<file path="src/rtl/rxf_pkg.sv">
package rxf_pkg;

    localparam int ADDR_BYTES = 6;
    localparam int LEN_W      = 16;
    localparam int RUNT_MIN   = 64;

    // mode word bit positions used by the decision logic
    localparam int MODE_SHORT_BIT = 4;
    localparam int MODE_RUNT_BIT  = 3;
    localparam int MODE_RPKT_BIT  = 2;

    typedef enum logic [1:0] {
        POL_NONE  = 2'b00,
        POL_BCAST = 2'b01,
        POL_MCAST = 2'b10,
        POL_ALL   = 2'b11
    } policy_e;

    typedef struct packed {
        logic complete;
        logic own_lead;
        logic own_last;
        logic bcast;
        logic mcast;
    } addr_flags_t;

    typedef struct packed {
        logic keep;
        logic good;
        logic runt;
        logic align;
        logic crc;
        logic rpkt;
    } verdict_t;

endpackage

</file>
<file path="src/rtl/rxf_addr_track.sv">
module rxf_addr_track
    import rxf_pkg::*;
#(
    parameter int NBYTES = ADDR_BYTES
) (
    input  logic              clk,
    input  logic              rst_n,
    input  logic [8*NBYTES-1:0] station,
    input  logic              dst_valid,
    input  logic [7:0]        dst_byte,
    input  logic              frame_end,
    output addr_flags_t       flags
);

    localparam int CNT_W = $clog2(NBYTES + 1);

    typedef struct packed {
        logic [CNT_W-1:0] cnt;
        logic             own_lead;
        logic             own_last;
        logic             bcast;
        logic             mcast;
    } trk_t;

    localparam trk_t TRK_INIT = '{cnt: '0, own_lead: 1'b1, own_last: 1'b1,
                                  bcast: 1'b1, mcast: 1'b0};

    trk_t trk_d, trk_q;

    // one comparator per station byte
    logic [NBYTES-1:0] byte_hit;
    genvar g;
    generate
        for (g = 0; g < NBYTES; g++) begin : g_cmp
            assign byte_hit[g] = (dst_byte == station[8*g +: 8]);
        end
    endgenerate

    logic sel_hit;
    always_comb begin
        sel_hit = 1'b0;
        for (int i = 0; i < NBYTES; i++) begin
            if (trk_q.cnt == CNT_W'(i)) sel_hit = byte_hit[i];
        end
    end

    always_comb begin
        trk_d = trk_q;
        if (frame_end) begin
            trk_d = TRK_INIT;
        end else if (dst_valid && (trk_q.cnt < CNT_W'(NBYTES))) begin
            if (trk_q.cnt == CNT_W'(NBYTES - 1)) begin
                trk_d.own_last = trk_q.own_last & sel_hit;
            end else begin
                trk_d.own_lead = trk_q.own_lead & sel_hit;
            end
            trk_d.bcast = trk_q.bcast & (dst_byte == 8'hFF);
            if (trk_q.cnt == '0) trk_d.mcast = dst_byte[0];
            trk_d.cnt = trk_q.cnt + CNT_W'(1);
        end
    end

    always_ff @(posedge clk or negedge rst_n) begin
        if (!rst_n) trk_q <= TRK_INIT;
        else        trk_q <= trk_d;
    end

    assign flags.complete = (trk_q.cnt == CNT_W'(NBYTES));
    assign flags.own_lead = trk_q.own_lead;
    assign flags.own_last = trk_q.own_last;
    assign flags.bcast    = trk_q.bcast;
    assign flags.mcast    = trk_q.mcast;

endmodule

</file>
<file path="src/rtl/rxf_decide.sv">
module rxf_decide
    import rxf_pkg::*;
(
    input  addr_flags_t      flags,
    input  logic [7:0]       mode,
    input  logic [LEN_W-1:0] len,
    input  logic [2:0]       bit_rem,
    input  logic             crc_err,
    input  logic             rst_pkt,
    output verdict_t         verdict
);

    logic    own_hit, bc_hit, addr_pass, base_pass, runt, align_err;
    policy_e pol;

    always_comb begin
        pol       = policy_e'(mode[1:0]);
        own_hit   = flags.complete & flags.own_lead &
                    (mode[MODE_SHORT_BIT] | flags.own_last);
        bc_hit    = flags.complete & flags.bcast;
        unique case (pol)
            POL_NONE:  addr_pass = 1'b0;
            POL_BCAST: addr_pass = own_hit | bc_hit;
            POL_MCAST: addr_pass = own_hit | bc_hit | flags.mcast;
            default:   addr_pass = 1'b1;
        endcase
        base_pass = rst_pkt ? mode[MODE_RPKT_BIT] : addr_pass;
        runt      = (len < LEN_W'(RUNT_MIN));
        align_err = (bit_rem != 3'd0);

        verdict.keep  = base_pass & ~crc_err & ~align_err &
                        (~runt | mode[MODE_RUNT_BIT]);
        verdict.good  = verdict.keep & ~runt & ~rst_pkt;
        verdict.runt  = runt;
        verdict.align = align_err;
        verdict.crc   = crc_err;
        verdict.rpkt  = rst_pkt;
    end

    logic unused_mode;
    assign unused_mode = ^mode[7:5];

endmodule

</file>
<file path="src/rtl/rx_accept_filter.sv">
module rx_accept_filter
    import rxf_pkg::*;
(
    input  logic        clk,
    input  logic        rst_n,
    input  logic [7:0]  cfg_mode,
    input  logic [47:0] cfg_station,
    input  logic        dst_valid,
    input  logic [7:0]  dst_byte,
    input  logic        frame_end,
    input  logic [15:0] frame_len,
    input  logic [2:0]  frame_bit_rem,
    input  logic        frame_crc_err,
    input  logic        frame_rst_pkt,
    output logic        verdict_valid,
    output logic        verdict_keep,
    output logic        evt_good,
    output logic        evt_runt,
    output logic        evt_align,
    output logic        evt_crc,
    output logic        evt_rstpkt
);

    typedef struct packed {
        logic     valid;
        verdict_t v;
    } out_t;

    addr_flags_t flags;
    verdict_t    verdict;
    out_t        out_d, out_q;

    rxf_addr_track #(.NBYTES(ADDR_BYTES)) u_track (
        .clk       (clk),
        .rst_n     (rst_n),
        .station   (cfg_station),
        .dst_valid (dst_valid),
        .dst_byte  (dst_byte),
        .frame_end (frame_end),
        .flags     (flags)
    );

    rxf_decide u_decide (
        .flags   (flags),
        .mode    (cfg_mode),
        .len     (frame_len),
        .bit_rem (frame_bit_rem),
        .crc_err (frame_crc_err),
        .rst_pkt (frame_rst_pkt),
        .verdict (verdict)
    );

    always_comb begin
        out_d = '0;
        if (frame_end) begin
            out_d.valid = 1'b1;
            out_d.v     = verdict;
        end
    end

    always_ff @(posedge clk or negedge rst_n) begin
        if (!rst_n) out_q <= '0;
        else        out_q <= out_d;
    end

    assign verdict_valid = out_q.valid;
    assign verdict_keep  = out_q.v.keep;
    assign evt_good      = out_q.v.good;
    assign evt_runt      = out_q.v.runt;
    assign evt_align     = out_q.v.align;
    assign evt_crc       = out_q.v.crc;
    assign evt_rstpkt    = out_q.v.rpkt;

endmodule

</file>
<file path="config.mk">
export PLATFORM = sky130hd
export DESIGN_NAME = rx_accept_filter
export DESIGN_NICKNAME = d
export VERILOG_FILES = /design/src/rtl/rxf_pkg.sv /design/src/rtl/rxf_addr_track.sv /design/src/rtl/rxf_decide.sv /design/src/rtl/rx_accept_filter.sv
export SDC_FILE = /design/constraint.sdc
export NUM_CORES = 1
export LEC_CHECK = 0
export BUFFER_PORTS_ARGS = -buffer_cell sky130_fd_sc_hd__buf_2
export CORE_MARGIN = 8
export CORE_UTILIZATION = 41
export CTS_CLUSTER_SIZE = 10
export DETAILED_ROUTE_END_ITERATION = 10
export GPL_TIMING_DRIVEN = 0
export PLACE_DENSITY = 0.81
export SYNTH_ARGS = -nofsm -noshare
export SYNTH_HDL_FRONTEND = slang
export SYNTH_SLANG_ARGS = --single-unit
export TNS_END_PERCENT = 100
</file>
<file path="constraint.sdc">
create_clock -name clk -period 2 [get_ports clk]
set_input_delay 0 -clock clk [delete_from_list [all_inputs] [get_ports clk]]
set_output_delay 0 -clock clk [all_outputs]
set_load 0.05 [all_outputs]
</file>
==> summary.txt <==
layout cells sized above 1 - 41.7%
Distinct cells, synth - 31
crit-path leading delay family - simple AND/OR/NAND/NOR gates
CTS tree - done
Hold Violations, Final - 0
startpoint types - register
CP Class - register to register
clock latency on the worst-skew pair - 0.27 ns
worst clock skew - 0.00262 ns
final setup violating endpoints - 0
Post-Synth Simple-Gate Area - 19.9%
Worst Path Arrival - 2.17 ns
Synth Area in Adders - 4.73%
Max Cap Viol - 0
Tightest Pin Transition - 0.414 ns
Worst EP required - 2.22 ns
Leak - 0.000922 uW
Synth Area in XOR/XNOR - 33.0%
post-route antenna net violation count - 0
Chip Width - 72.8 um
VDD IR max - 325 uV
detailed-route via count - 1,381
root buffer cell - clkbuf_4
critical path's slowest cell - or4_1
DP HPWL - 3370 um
Mapped Avg Cell Area - 8.88 um2
syn_nets - 243
number of synthesized register bits - 14
Reg2Reg Depth - 7
average wire per standard cell - 14.6 um
critical path depth in cells - 7
crit path max fanout - 4
Die Height - 72.8 um
mux share of post-synthesis cell area - 0.756%
first-pass GRT wire length - 6610 um
Final Critical Period - 1.96 ns
grt total ovfl - 0
worst-case clock buffer depth - 2
period utilisation layout - 97.8%
Seq/Total Area, Yosys - 26.7%
Routed WL - 4170 um
drt first pass iters - 4
WHS Path Cells - 3
count leader, synth - xnor2_1
clock-pin transition on the worst setup and hold timing paths - 0.08 ns
# port buffers - 78
Pins Over Slew Limit - 0
drt drc - 0
gr usage total - 15.6%
DR vias/cell - 4.83
pre-CTS setup slack - 0.0771 ns
Iter 0 DRT Violations - 57
Starting Density - 43.4%
FP Rows - 20
pwr/cell area - 415 nW/um2
die footprint - 5300 um2
CTS Buf Count - 3
clock sink total - 14
worst path bufs/invs - 0
TNS Setup - 0 ns
vias in the first global route - 1,417
Synth area leader - dfrtp_1
crit end category - register
IO Count - 96
outcome - finished, final reports clean
# diodes - 0
share of the synthesized area in the top cell type - 20.8%
area of the mapped netlist - 1320 um2
asr flop ratio synth - 100%
top cells by area, synth - dfrtp_1 (21%), xnor2_1 (17%), xor2_1 (15%), dfstp_2 (6.0%), ha_1 (4.7%)
Slew HR - 72.1%
Layout Nets - 337
top post-synthesis cells by count - xnor2_1 (25), xor2_1 (23), dfrtp_1 (11), nand4_1 (9), nor2_1 (9)
Syn. warnings - 0
number of synthesized flops with an enable pin - 0
Core ar. - 3050 um2
routability cong. - 0.836
crit path cell chain - ha_1 -> ha_2 -> nor3_2 -> nand2_1 -> or4_1 -> nand4_1 -> a221o_1
Final WS setup - 0.0436 ns
cells after synthesis - 149
area grow syn2layout - 43.5%
pin count of the biggest net entering global routing - 15
H-Tree Level Count - 1
top_reg_cell synth - dfrtp_1
initial antenna violation count - 0
complex-gate fraction of the synthesized area - 7.56%
largest family of logic cells by synthesized area - XOR/XNOR gates
Fmax achieved - 0.511 GHz
Worst path max stage delay - 0.46 ns
HP Class - input pin to register
# fillers - 283
-- routing by layer --
layer  routed length, um  track usage (%)
met1                1660             18.1
met2                2320             28.7
met3                 172             3.02
met4                  23             2.67
met5                   0                0
-- area by class of cell --
cell class / instances / area, um2 / area share (%)
Tap cell: 44 / 55.1 / 2.90
Inverter: 7 / 26.3 / 1.38
Buffer: 9 / 70.1 / 3.69
Sequential cell: 14 / 355 / 18.7
Timing Repair Buffer: 89 / 490 / 25.8
Multi-Input combinational cell: 119 / 876 / 46.1
Clock buffer: 4 / 26.3 / 1.38
-- timing repair --
item / CTS / global route
setup buffers: 0 / 4
gates resized for setup: 0 / 2
setup endpoints to repair: 0 / 1
endpoints found under the hold margin: 23 / 0
hold buffers: 7 / 0
-- cell families after synthesis --
logic type	after synthesis
xor gates and xnor gates	49
and+or+nand+nor	49
buffers and inverters	16
AOI/OAI and AO/OA	15
DFF	14
adders and majority gates	5
muxes	1
-- power breakdown --
part           switching, uW  internal (uW)
combinational            156            164
clock                   82.8           77.3
sequential              9.45            299
-- flip-flops by register name, indices dropped and copies added (netlist names) --
name / flops
evt_align: 1
evt_crc: 1
u_track.flags: 4
evt_rstpkt: 1
evt_runt: 1
evt_good: 1
verdict_keep: 1
u_track.trk_q: 3
verdict_valid: 1
-- worst paths after layout --
kind	startpoint	end	slack, ns
max	u_track.trk_q[4]	u_track.flags[3]	0.04
min	cfg_mode[2]	verdict_keep	0.002
max reg2reg	u_track.trk_q[4]	u_track.flags[3]	0.04
min reg2reg	u_track.flags[2]	u_track.flags[2]	0.46
max in group asynchronous	rst_n	u_track.flags[2]	1.58
min in group asynchronous	rst_n	evt_rstpkt	0.14
-- through the flow --
step	area (um2)	hold slack, ns	power (uW)	instances	utilization [%]
after global placement	1770	-0.0949	600	271	58.0
after global routing	1900	0.0121	840	286	62.2
after CTS	1870	0.00212	777	282	61.1
after floorplan	1320	-0.296	489	149	-
after detailed placement	1770	-0.0994	608	271	58.0
final	1900	0.00181	788	286	62.2
-- worst register-to-register path, stage by stage (launching register included) --
cell and delay (ns):
dfrtp_1 0.43, ha_1 0.22, ha_2 0.19, nor3_2 0.25
nand2_1 0.07, or4_1 0.46, nand4_1 0.13, a221o_1 0.15
-- cell usage in the layout, fill, tap and decap left out, types with 2 or more instances in the layout --
cell | netlist | final
nand2_1 | 8 | 8
nand4_1 | 9 | 9
nor4_1 | 6 | 6
a21oi_1 | 3 | 3
inv_1 | 7 | 7
nor3_1 | 3 | 3
clkbuf_4 | 0 | 3
nor2_1 | 9 | 9
dlygate4sd3_1 | 0 | 7
xor2_1 | 23 | 23
buf_4 | 0 | 4
xnor2_1 | 25 | 25
dfrtp_1 | 11 | 10
nand3_1 | 6 | 6
nor4b_1 | 2 | 2
ha_1 | 5 | 4
buf_2 | 5 | 83
o22ai_1 | 2 | 2
and2_1 | 2 | 2
o21ai_0 | 4 | 4
dfstp_2 | 3 | 3
buf_6 | 4 | 4
(Power assumes the default switching activity.)
